`config.mk`:
```
export PLATFORM = sky130hd
export DESIGN_NAME = can_gctl
export DESIGN_NICKNAME = d
export VERILOG_FILES = /design/src/rtl/can_gctl_pkg.sv /design/src/rtl/can_gctl_regs.sv /design/src/rtl/can_gctl_seq.sv /design/src/rtl/can_gctl_tstamp.sv /design/src/rtl/can_gctl.sv
export SDC_FILE = /design/constraint.sdc
export NUM_CORES = 1
export LEC_CHECK = 0
export ABC_AREA = 1
export CELL_PAD_IN_SITES_DETAIL_PLACEMENT = 0
export CELL_PAD_IN_SITES_GLOBAL_PLACEMENT = 1
export CORE_AREA = 8 8 62 64
export DETAILED_ROUTE_END_ITERATION = 16
export DIE_AREA = 0 0 70 72
export GPL_TIMING_DRIVEN = 0
export PLACE_DENSITY = 0.75
export SLEW_MARGIN = 5
export SYNTH_ARGS = -nofsm -noshare
export SYNTH_HDL_FRONTEND = slang
export SYNTH_HIERARCHICAL = 1
export SYNTH_SLANG_ARGS = --single-unit
```
`constraint.sdc`:
```
create_clock -name clk -period 0.9 [get_ports clk]
set_input_delay 0.18 -clock clk [delete_from_list [all_inputs] [get_ports clk]]
set_output_delay 0.18 -clock clk [all_outputs]
set_load 0.02 [all_outputs]
```
`src/rtl/can_gctl_pkg.sv`:
```
package can_gctl_pkg;
  localparam int CTRL_W   = 8;
  localparam int B_ABORT  = 7;
  localparam int B_OVL    = 6;
  localparam int B_TTM    = 5;
  localparam int B_SYNC   = 4;
  localparam int B_LISTEN = 3;
  localparam int B_TEST   = 2;
  localparam int B_EN     = 1;
  localparam int B_GRES   = 0;

  typedef enum logic [1:0] {
    ST_OFF   = 2'd0,
    ST_WAKE  = 2'd1,
    ST_RUN   = 2'd2,
    ST_DRAIN = 2'd3
  } run_state_t;
endpackage

```
`src/rtl/can_gctl_regs.sv`:
```
module can_gctl_regs
  import can_gctl_pkg::*;
(
  input  logic              clk,
  input  logic              rst,
  input  logic              wr_en,
  input  logic [CTRL_W-1:0] wr_data,
  input  logic              ovl_start,
  output logic [CTRL_W-1:0] ctrl_q,
  output logic              soft_rst_q
);
  localparam logic [CTRL_W-1:0] GRES_ONLY = CTRL_W'(1) << B_GRES;

  always_ff @(posedge clk) begin
    if (rst) begin
      ctrl_q     <= '0;
      soft_rst_q <= 1'b1;
    end else begin
      soft_rst_q <= wr_en & wr_data[B_GRES];
      if (wr_en) begin
        // a soft reset write clears every other bit as well
        if (wr_data[B_GRES]) ctrl_q <= GRES_ONLY;
        else                 ctrl_q <= wr_data;
      end else begin
        if (ovl_start) ctrl_q[B_OVL] <= 1'b0;
        ctrl_q[B_GRES] <= 1'b0;
      end
    end
  end

  assert_ovl_autoclear_R8: assert property (@(posedge clk) disable iff (rst)
    (ovl_start && ctrl_q[B_OVL] && !wr_en) |=> !ctrl_q[B_OVL]);

  assert_gres_one_cycle_R3: assert property (@(posedge clk) disable iff (rst)
    (ctrl_q[B_GRES] && !wr_en) |=> (ctrl_q == '0));
endmodule

```
`src/rtl/can_gctl_seq.sv`:
```
module can_gctl_seq
  import can_gctl_pkg::*;
#(
  parameter int START_DLY = 2
) (
  input  logic clk,
  input  logic rst_all,
  input  logic en_bit,
  input  logic frame_busy,
  output logic core_en,
  output logic gate_en
);
  localparam int CW = (START_DLY > 2) ? $clog2(START_DLY) : 1;
  localparam logic [CW-1:0] LAST = CW'(START_DLY - 1);

  run_state_t state_q;
  logic [CW-1:0] cnt_q;

  always_ff @(posedge clk) begin
    if (rst_all) begin
      state_q <= ST_OFF;
      cnt_q   <= '0;
      core_en <= 1'b0;
      gate_en <= 1'b0;
    end else begin
      unique case (state_q)
        ST_OFF: if (en_bit) begin
          state_q <= ST_WAKE;
          cnt_q   <= CW'(1);
          gate_en <= 1'b1;
        end
        ST_WAKE: begin
          if (!en_bit) begin
            state_q <= ST_OFF;
            gate_en <= 1'b0;
          end else if (cnt_q == LAST) begin
            state_q <= ST_RUN;
            core_en <= 1'b1;
          end else begin
            cnt_q <= cnt_q + CW'(1);
          end
        end
        ST_RUN, ST_DRAIN: begin
          if (en_bit) begin
            state_q <= ST_RUN;
          end else if (!frame_busy) begin
            state_q <= ST_OFF;
            core_en <= 1'b0;
            gate_en <= 1'b0;
          end else begin
            state_q <= ST_DRAIN;
          end
        end
        default: state_q <= ST_OFF;
      endcase
    end
  end

  assert_core_needs_gate_R4: assert property (@(posedge clk) disable iff (rst_all)
    core_en |-> gate_en);

  assert_core_rise_after_enable_R4: assert property (@(posedge clk) disable iff (rst_all)
    $rose(core_en) |-> $past(en_bit));

  assert_standby_waits_frame_R5: assert property (@(posedge clk) disable iff (rst_all)
    ($fell(core_en) && !$past(rst_all)) |-> !$past(frame_busy));
endmodule

```
`src/rtl/can_gctl_tstamp.sv`:
```
module can_gctl_tstamp (
  input  logic clk,
  input  logic rst,
  input  logic ttm_on,
  input  logic at_eof,
  input  logic sof_seen,
  input  logic eof_last,
  output logic cap_q
);
  always_ff @(posedge clk) begin
    if (rst) cap_q <= 1'b0;
    else     cap_q <= ttm_on & (at_eof ? eof_last : sof_seen);
  end

  assert_capture_needs_ttm_R10: assert property (@(posedge clk) disable iff (rst)
    cap_q |-> $past(ttm_on));
endmodule

```
`src/rtl/can_gctl.sv`:
```
module can_gctl
  import can_gctl_pkg::*;
#(
  parameter int NUM_MBOX  = 8,
  parameter int START_DLY = 2
) (
  input  logic                clk,
  input  logic                rst,
  input  logic                wr_en,
  input  logic [7:0]          wr_data,
  output logic [7:0]          rd_data,
  input  logic                frame_busy,
  input  logic                ovl_start,
  input  logic                sof_seen,
  input  logic                eof_last,
  output logic                core_en,
  output logic                clk_gate_en,
  output logic                tx_force_rec,
  output logic                listen_mode,
  output logic                ovl_req,
  output logic                ts_capture,
  output logic [NUM_MBOX-1:0] chan_dis,
  output logic                ctrl_reset
);
  logic [CTRL_W-1:0] ctrl_q;
  logic              soft_rst_q;
  logic              rst_all;

  can_gctl_regs u_regs (
    .clk        (clk),
    .rst        (rst),
    .wr_en      (wr_en),
    .wr_data    (wr_data),
    .ovl_start  (ovl_start),
    .ctrl_q     (ctrl_q),
    .soft_rst_q (soft_rst_q)
  );

  assign rst_all = rst | ctrl_q[B_GRES];

  can_gctl_seq #(.START_DLY(START_DLY)) u_seq (
    .clk        (clk),
    .rst_all    (rst_all),
    .en_bit     (ctrl_q[B_EN]),
    .frame_busy (frame_busy),
    .core_en    (core_en),
    .gate_en    (clk_gate_en)
  );

  can_gctl_tstamp u_ts (
    .clk      (clk),
    .rst      (rst_all),
    .ttm_on   (ctrl_q[B_TTM]),
    .at_eof   (ctrl_q[B_SYNC]),
    .sof_seen (sof_seen),
    .eof_last (eof_last),
    .cap_q    (ts_capture)
  );

  genvar gi;
  generate
    for (gi = 0; gi < NUM_MBOX; gi++) begin : g_mbox
      always_ff @(posedge clk) begin
        if (rst) chan_dis[gi] <= 1'b0;
        else     chan_dis[gi] <= ctrl_q[B_ABORT];
      end

      assert_chan_dis_from_abort_R7: assert property (@(posedge clk) disable iff (rst)
        chan_dis[gi] |-> $past(ctrl_q[B_ABORT]));
    end
  endgenerate

  assign rd_data      = ctrl_q;
  assign tx_force_rec = ~core_en;
  assign listen_mode  = ctrl_q[B_LISTEN];
  assign ovl_req      = ctrl_q[B_OVL];
  assign ctrl_reset   = soft_rst_q;

  assert_tx_recessive_R6: assert property (@(posedge clk) disable iff (rst)
    (tx_force_rec != core_en));
endmodule

```
==> results of run 1 <==
-- metrics by stage --
stage	area (um2)	std cells	setup TNS [ns]	util	hold slack, ns
floorplan	754	91	0	-	0.245
global placement	1160	160	-9.98	0.398	0.436
detailed placement	1160	160	-10.07	0.398	0.438
CTS	1300	172	-2.58	0.449	0.170
global route	1350	173	-3.20	0.465	0.169
finish	1350	173	-2.17	0.465	0.180
-- what timing repair did --
action | 4_1_cts | 5_1_grt
gates resized for setup | 153 | 13
pin swaps | 0 | 1
endpoints found under the hold margin | 0 | 0
endpoints found under the setup margin | 23 | 30
setup buffers | 8 | 1
hold buffers | 0 | 0
-- power by group through the flow --
stage / logic, W / clock network [W] / registers, W
after floorplan: 0.000115 / 0 / 0.000789
after global placement: 0.000274 / 0 / 0.000766
after detailed placement: 0.000275 / 0 / 0.000767
after CTS: 0.000310 / 0.000502 / 0.000748
after global routing: 0.000347 / 0.000531 / 0.000753
final: 0.000321 / 0.000473 / 0.000748
-- worst max path at each step --
| stage | startpoint | endpoint | slack (ns) | cells past startpoint |
|---|---|---|---|---|
| after floorplan | u_regs/ctrl_q[0] | u_seq/state_q[1] | 0.02 | 5 |
| after global placement | chan_dis[7] | chan_dis[4] | -0.36 | 2 |
| after detailed placement | chan_dis[7] | chan_dis[4] | -0.38 | 2 |
| after CTS | chan_dis[7] | chan_dis[6] | -0.21 | 2 |
| after global routing | chan_dis[7] | chan_dis[1] | -0.24 | 2 |
| final | chan_dis[7] | chan_dis[2] | -0.19 | 2 |
-- tightest hold or removal path, cell delays in order --
cell	delay (ns)
buf_6	0.13
nand3_2	0.08
a21oi_2	0.05
-- sequential cells by signal, summed over array words and instances (netlist names) --
signal and flops:
u_seq/core_en 1, u_seq/cnt_q 1, u_regs/soft_rst_q 1, u_regs/ctrl_q 8, u_seq/gate_en 1, u_ts/cap_q 1
u_seq/state_q 2, chan_dis 1
-- cell usage after synthesis, drive strengths merged --
cell type,instances,area share
inv,12,0.070
nand2,17,0.11
dfxtp,16,0.43
o21ai,1,0.0066
nor2,11,0.072
buf,11,0.11
o21bai,1,0.010
nand4,1,0.0083
nor3,2,0.020
a21oi,10,0.10
nand3,9,0.067
-- kinds of logic (layout without fill, tap and decap cells) --
group                  Yosys count  in the layout
buffers and inverters           23             72
AOI/OAI and AO/OA               12             12
and+or+nand+nor                 40             40
DFF                             16             16
-- final cells by class --
cell class / instances / area (um2)
fill: 299 / 1550
timing repair buffer: 45 / 454
sequential: 16 / 343
multi-input combinational: 52 / 325
buffer: 11 / 93.8
inverter: 12 / 55.1
tap: 33 / 41.3
clock buffer: 4 / 36.3
-- per-layer routing --
metal  vias up  GRT usage  routed length, um
li1        375          -                  -
met1       313     0.0728                773
met2        23      0.133                936
met3         2     0.0409                174
met4         0     0.0335                 21
met5         -          0                  0
==> run metrics, run 1 <==
status=finished with violations; failing checks=negative setup slack; Post-Syn Instances=91; critical setup path kind=reg -> out; CTS tree=done; gr usage total=0.0761; Setup Skew=0.00107 ns; vias=713; WL final=1.91 mm; Highest Clock Rate=916 MHz; CP Max Fanout=8; post-route minimum period=1.09 ns; initial antenna violation count=0; average vias per placed instance=4.12; Wirelength per Cell=11.0 um; required time worst endpoint=0.72 ns; Die Width=70 um; Boundary Pins=38; WP data arrival=0.91 ns; CTS buffer count=3; P_leak=0.577 nW; synthesized cell area=752 um2; first-pass iteration count of the detailed router=2; largest net degree at the start of global routing=10; Setup crit start kind=flip-flop; Core Area=2900 um2; commonest non-fill, non-tap cells in the layout=buf_6 (26), buf_4 (15), clkdlybuf4s50_1 (13), dfxtp_2 (12), a21oi_2 (9); Sw Ratio=0.254; dpl ws=-0.375 ns; commonest non-fill, non-tap cell in the layout=buf_6; Flop pwr share=0.485; final setup violation count=23; number of nets in the layout=156; post-synthesis mux area share=0; first-pass GRT wire length=3.19 mm; min-delay src=wr_en; Post-DP HPWL=1.42 mm; Hold Crit Class=in -> reg; internal reg-to-reg setup slack=0.04 ns; row cnt=20; die area=5040 um2; Post-Syn Area per Cell=8.26 um2; DR DRC count=0; Synth Area in XOR/XNOR=0; Final Cycle Share=1.21; Synth Warn #=6; Bufs and invs on worst path=2; H-tree lvl count=1; P_sw=0.000391 W; gr ovfl total=0; simple-gate share of the synthesized area=0.275; VDD IR max=0.799 mV; Routed Antenna Nets=0; count of cell types in the netlist=21; post-synthesis sequential area ratio=0.426; Placer Congestion=0.740; largest family of logic cells by synthesized area=simple AND/OR/NAND/NOR gates; CP Capture Type=output pin; total power=0.00154 W; crit-path cells=buf_4, buf_6; RSZ-0062 raised after global routing=true; Syn-to-layout area delta=79.4%; hold worst-path end=u_regs/ctrl_q[6]; Reg-to-Reg Start=u_regs/ctrl_q[1]; total clock sinks=16; critical path's top delay family=flip-flops; adder-cell share of the synthesized area=0; Pins Over Slew Limit=0; Rel. slew slack=0.893; port buffer count=36; root buf cell=clkbuf_4; #FFs+latches synth=16; share of layout cells above drive strength 1=0.650; vias in the first global route=767; final hold violation count=0; RR Endpoint=u_seq/gate_en; worst skew pair latency=0.28 ns; fraction of the mapped netlist area in compound gates=0.118; clock network power share=0.307; clk buf depth=2; Initial Utilization=0.259; Tightest Pin Transition=0.161 ns; final worst-path setup slack=-0.192 ns; R2R depth=5; number of max-cap violations=0; pwr dens=1140 nW/um2; die height=72 um; diode count=0; Int Power=0.00115 W; Synth Net Count=106; Logic pwr share=0.208; Crit path largest cell delay=0.37 ns; Reg clk slew, reported paths=0.09 ns; crit path max-delay cell type=dfxtp_4; WHS Path Cells=3; DR iter-0 viols=8
Power figures use the tool's default switching activity.
==> run 2: changes to the inputs <==
--- a/config.mk
+++ b/config.mk
@@ -6,7 +6,7 @@
 export NUM_CORES = 1
 export LEC_CHECK = 0
 export ABC_AREA = 1
-export CELL_PAD_IN_SITES_DETAIL_PLACEMENT = 0
+export CELL_PAD_IN_SITES_DETAIL_PLACEMENT = 1
 export CELL_PAD_IN_SITES_GLOBAL_PLACEMENT = 1
 export CORE_AREA = 8 8 62 64
 export DETAILED_ROUTE_END_ITERATION = 16
==> constraint.sdc (replaced) <==
create_clock -name clk -period 0.9 [get_ports clk]
set_input_delay 0.18 -clock clk [delete_from_list [all_inputs] [get_ports clk]]
set_output_delay 0.18 -clock clk [all_outputs]
set_load 0.05 [all_outputs]
==> run metrics, run 2 (same netlist as run 1, synthesis figures left out) <==
status=finished with violations; failing checks=negative setup slack; total clock sinks=16 (unchanged); R2R depth=6 (+1); Logic pwr share=0.266 (+0.058); Regs by FF count=u_regs/ctrl_q x8, u_seq/state_q x2; clock network power share=0.290 (-0.017); setup_tns=-3.23 ns (-1.06 ns); Reg clk slew, reported paths=0.09 ns (about the same); pwr dens=1110 nW/um2 (-2.9%); first-pass iteration count of the detailed router=2 (unchanged); post-route minimum period=1.13 ns (+0.0340 ns); Final Util=0.518 (+0.0530); initial antenna violation count=0 (unchanged); WL final=2.51 mm (+32%); P_leak=0.635 nW (+10%); Initial Utilization=0.259 (unchanged); gr ovfl total=0 (unchanged); Hold Crit Class=in -> reg; required time worst endpoint=0.72 ns (about the same); DR iter-0 viols=9 (+1); critical path's top delay family=flip-flops; Flop pwr share=0.445 (-0.040); WP data arrival=0.95 ns (+0.04 ns); final hold violation count=0 (unchanged); Boundary Pins=38 (unchanged); Highest Clock Rate=888 MHz (-3.0%); diode count=0 (unchanged); Routed Antenna Nets=0 (unchanged); vias in the first global route=865 (+13%); largest net degree at the start of global routing=10 (unchanged); Cell Area, Placed=1190 um2 (+2.6%); critical setup path kind=reg -> out; share of layout cells above drive strength 1=0.692 (+0.0423); number of nets in the layout=159 (+1.9%); number of max-cap violations=0 (unchanged); P_sw=0.000493 W (+26%); CTS buffer count=3 (unchanged); average vias per placed instance=4.38 (+6.3%); final setup violation count=23 (unchanged); placed insts=160 (unchanged); worst skew pair latency=0.29 ns (about the same); Rel. slew slack=0.881 (-0.0117); Setup Skew=0.00500 ns (+0.00393 ns); WHS Path Cells=2 (-1); Syn-to-layout area delta=99.8%; commonest non-fill, non-tap cell in the layout=buf_8; vias=771 (+8.1%); crit path max-delay cell type=dfxtp_4; internal reg-to-reg setup slack=0.03 ns (about the same); die area=5040 um2 (unchanged); most flop-heavy register=u_regs/ctrl_q; Die Width=70 um (unchanged); Int Power=0.00118 W (+2.2%); Sw Ratio=0.295 (+0.0415); Crit path largest cell delay=0.38 ns (about the same); CP Capture Type=output pin; Post-DP HPWL=1.74 mm (+23%); root buf cell=clkbuf_4; Crit path depth=2 (unchanged); row cnt=20 (unchanged); post-route cell area=1500 um2 (+11%); gr usage total=0.0974 (+0.0213); Placer Congestion=0.695 (-6.1%); Setup crit start kind=flip-flop; CTS Hold Bufs=0 (unchanged); RSZ-0062 raised after global routing=true; die height=72 um (unchanged); Wirelength per Cell=14.3 um (+29%); commonest non-fill, non-tap cells in the layout=buf_8 (20), buf_4 (18), clkdlybuf4s50_1 (12), nand2_2 (9); VDD IR max=0.703 mV (-12%); Final Cycle Share=1.25 (+0.0378); Bufs and invs on worst path=2 (unchanged); max FFs per register=8 (unchanged); CTS tree=done; total power=0.00167 W (+8.2%); Core Area=2900 um2 (unchanged); first-pass GRT wire length=3.97 mm (+24%); Pins Over Slew Limit=0 (unchanged); Tightest Pin Transition=0.178 ns (+0.0174 ns); CP Max Fanout=8 (unchanged); port buffer count=36 (unchanged); count of non-filler cells in the finished layout=176 (+1.7%); crit-path cells=buf_4, buf_8; H-tree lvl count=1 (unchanged); DR DRC count=0 (unchanged); final worst-path setup slack=-0.226 ns (-0.0340 ns); clk buf depth=2 (unchanged)
## run 2: cell count changes in the layout (fill, tap and decap cells not counted), moves of 2 or more
cell / before / now
buf_4: 15 / 18
buf_6: 26 / 7
buf_8: 0 / 20
dfxtp_2: 12 / 7
dfxtp_4: 2 / 7
inv_1: 8 / 4
inv_2: 2 / 4
nor2_2: 4 / 2
nor2_4: 2 / 4
## run 2: power groups by stage
stage	clock, W	combinational (W)	sequential (W)
floorplan	0	0.000139	0.000824
finish	0.000484	0.000443	0.000742
detailed placement	0	0.000350	0.000756
global placement	0	0.000344	0.000754
CTS	0.000489	0.000410	0.000743
global route	0.000531	0.000468	0.000746
## run 2: final timing paths
| check | startpoint | endpoint |
|---|---|---|
| worst max-delay path | chan_dis[7] | chan_dis[5] |
| worst min-delay path | rst | chan_dis[7] |
| worst max register to register | u_regs/ctrl_q[4] | u_ts/cap_q |
| worst min register to register | u_seq/core_en | u_seq/core_en |
## run 2: area by class of cell
class / instances / area (um2)
Multi-Input combinational cell: 52 / 339
Fill cell: 335 / 1400
Sequential cell: 16 / 355
Clock buffer: 4 / 36.3
Timing Repair Buffer: 48 / 573
Tap cell: 33 / 41.3
Inverter: 12 / 63.8
Buffer: 11 / 93.8
## run 2: through the flow
step	hold slack, ns	worst slack (ns)
after floorplan	0.243	0.00948
after global placement	0.422	-0.535
after detailed placement	0.437	-0.557
after CTS	0.185	-0.229
after global routing	0.131	-0.257
final	0.124	-0.226
## run 2: metal layers
metal  global-route usage  vias up  wire, um
li1                     -      383         -
met1               0.0864      360       909
met2                0.184       24      1370
met3               0.0437        4       192
met4               0.0469        0        32
met5                    0        -         0
## run 2: timing repair
item,CTS,global route
endpoints found under the setup margin,26,28
pin swaps,0,6
buffers inserted,8,4
gates resized for setup,184,28
cloned,0,0
==> run 3: changes to the inputs <==
--- a/config.mk
+++ b/config.mk
@@ -8,11 +8,11 @@
 export ABC_AREA = 1
 export CELL_PAD_IN_SITES_DETAIL_PLACEMENT = 1
 export CELL_PAD_IN_SITES_GLOBAL_PLACEMENT = 1
-export CORE_AREA = 8 8 62 64
+export CORE_AREA = 8 8 60 62
 export DETAILED_ROUTE_END_ITERATION = 16
-export DIE_AREA = 0 0 70 72
+export DIE_AREA = 0 0 68 70
 export GPL_TIMING_DRIVEN = 0
-export PLACE_DENSITY = 0.75
+export PLACE_DENSITY = 0.8
 export SLEW_MARGIN = 5
 export SYNTH_ARGS = -nofsm -noshare
 export SYNTH_HDL_FRONTEND = slang
==> constraint.sdc (replaced) <==
create_clock -name clk -period 1.4 [get_ports clk]
set_input_delay 0.28 -clock clk [delete_from_list [all_inputs] [get_ports clk]]
set_output_delay 0.28 -clock clk [all_outputs]
set_load 0.05 [all_outputs]
==> run metrics, run 3 (same netlist as run 1, synthesis figures left out) <==
internal reg-to-reg setup slack=0.49 ns (+0.46 ns); final worst-path setup slack=0.0412 ns (+0.267 ns); Routed Antenna Nets=0 (unchanged); Bufs and invs on worst path=1 (-1); post-CTS setup buffer count=0 (-8); hold worst-path end=u_regs/ctrl_q[6]; Fillers=333 (-0.60%); Rel. slew slack=0.680 (-0.201); WL final=2.00 mm (-20%); Hold Crit Class=in -> reg; largest net degree at the start of global routing=10 (unchanged); Post-DP HPWL=1.70 mm (-2.6%); Cell Area, Placed=1150 um2 (-3.0%); final setup violation count=0 (-100%); share of layout cells above drive strength 1=0.454 (-0.238); Final Cycle Share=0.971; min-delay src=wr_en; WHS Path Cells=3 (+1); average vias per placed instance=4.38 (about the same); Initial Utilization=0.282 (+0.0234); number of max-cap violations=0 (unchanged); gr usage total=0.0917 (-0.00567); Reg clk slew, reported paths=0.09 ns (about the same); CTS buffer count=3 (unchanged); P_leak=0.478 nW (-25%); required time worst endpoint=1.12 ns (+0.40 ns); die height=70 um (-2.8%); root buf cell=clkbuf_4; Pins Over Slew Limit=0 (unchanged); post-route cell area=1130 um2 (-25%); Boundary Pins=38 (unchanged); first-pass iteration count of the detailed router=2 (unchanged); first-pass GRT wire length=3.47 mm (-13%); final hold violation count=0 (unchanged); Highest Clock Rate=736 MHz; Reg-to-Reg Start=u_regs/ctrl_q[1]; crit-path cells=clkdlybuf4s15_1; RSZ-0062 raised after global routing=false; Crit path largest cell delay=0.49 ns (+0.11 ns); DR iter-0 viols=12 (+3); Core Area=2660 um2 (-8.3%); initial antenna violation count=0 (unchanged); H-tree lvl count=1 (unchanged); Regs by FF count=u_regs/ctrl_q x8, u_seq/state_q x2; WP data arrival=1.08 ns (+0.13 ns); Tightest Pin Transition=0.483 ns (+0.304 ns); pwr dens=823 nW/um2 (-26%); Placer Congestion=0.683 (-1.7%); status=finished, final reports clean; CP Capture Type=output pin; VDD IR max=0.412 mV (-41%); clk buf depth=2 (unchanged); crit path from=u_ts/cap_q; crit path max-delay cell type=clkdlybuf4s15_1; Setup Skew=0.00261 ns (-0.00239 ns); CP Max Fanout=1 (-7); critical path's top delay family=buffers and inverters; most flop-heavy register=u_regs/ctrl_q; Die Width=68 um (-2.9%); Setup crit start kind=flip-flop; max FFs per register=8 (unchanged); die area=4760 um2 (-5.6%); port buffer count=36 (unchanged); Syn-to-layout area delta=50.2%; worst hold slack=0.293 ns (+0.169 ns); CTS tree=done; vias in the first global route=737 (-15%); total clock sinks=16 (unchanged); dpl ws=-0.289 ns (+0.268 ns); worst skew pair latency=0.28 ns (about the same); count of non-filler cells in the finished layout=161 (-8.5%); RR Endpoint=u_seq/state_q[0]; R2R depth=4 (-2); vias=705 (-8.6%); DR DRC count=0 (unchanged); placed insts=158 (-1.3%); commonest non-fill, non-tap cells in the layout=dfxtp_1 (15), clkdlybuf4s50_1 (13), nand2_1 (10), buf_4 (10), buf_2 (10); row cnt=19 (-5.0%); diode count=0 (unchanged); number of nets in the layout=147 (-7.5%); gr ovfl total=0 (unchanged); post-route minimum period=1.36 ns; Wirelength per Cell=12.4 um (-13%); commonest non-fill, non-tap cell in the layout=dfxtp_1; critical setup path kind=reg -> out
run 3: timing repair:
action	CTS	global route
resized for setup	88	6
endpoints found under the hold margin	0	0
endpoints found under the setup margin	23	6
hold buffers	0	0
run 3: where the power goes:
group          internal [W]  leakage, nW  switching, W
Clock             0.0000997       0.0138      0.000139
Combinational     0.0000812        0.333      0.000128
Sequential         0.000470        0.131     0.0000122
run 3: worst max-delay path by stage:
stage,endpoint,slack (ns),cells after the start
after floorplan,chan_dis[1],0.11,1
after global placement,chan_dis[5],-0.23,2
after detailed placement,chan_dis[7],-0.29,2
after CTS,ctrl_reset,0.01,1
after global routing,rd_data[4],0.002,1
final,ts_capture,0.04,1
run 3: area by class of cell:
cell class / count / area, um2 / share of cell area
Buffer: 11 / 83.8 / 0.0742
Clock buffer: 3 / 22.5 / 0.0199
Inverter: 12 / 52.6 / 0.0465
Multi-Input combinational cell: 52 / 295 / 0.261
Sequential cell: 16 / 322 / 0.285
Tap cell: 31 / 38.8 / 0.0343
Timing Repair Buffer: 36 / 315 / 0.279
run 3: layer usage:
layer	vias to the layer above	share of wire	wire, um	global-route usage
met5	-	0	0	0
met4	0	0.022	44	0.0501
met3	4	0.091	182	0.0399
met2	24	0.52	1030	0.151
met1	317	0.37	738	0.0926
li1	360	-	-	-
run 3: through the flow:
step           TNS [ns]  power, W   util
2_1_floorplan         0  0.000625      -
3_3_place_gp      -2.55  0.000712  0.432
3_5_place_dp      -3.03  0.000716  0.432
4_1_cts               0  0.000951  0.429
5_1_grt               0  0.000979  0.424
6_report              0  0.000930  0.424
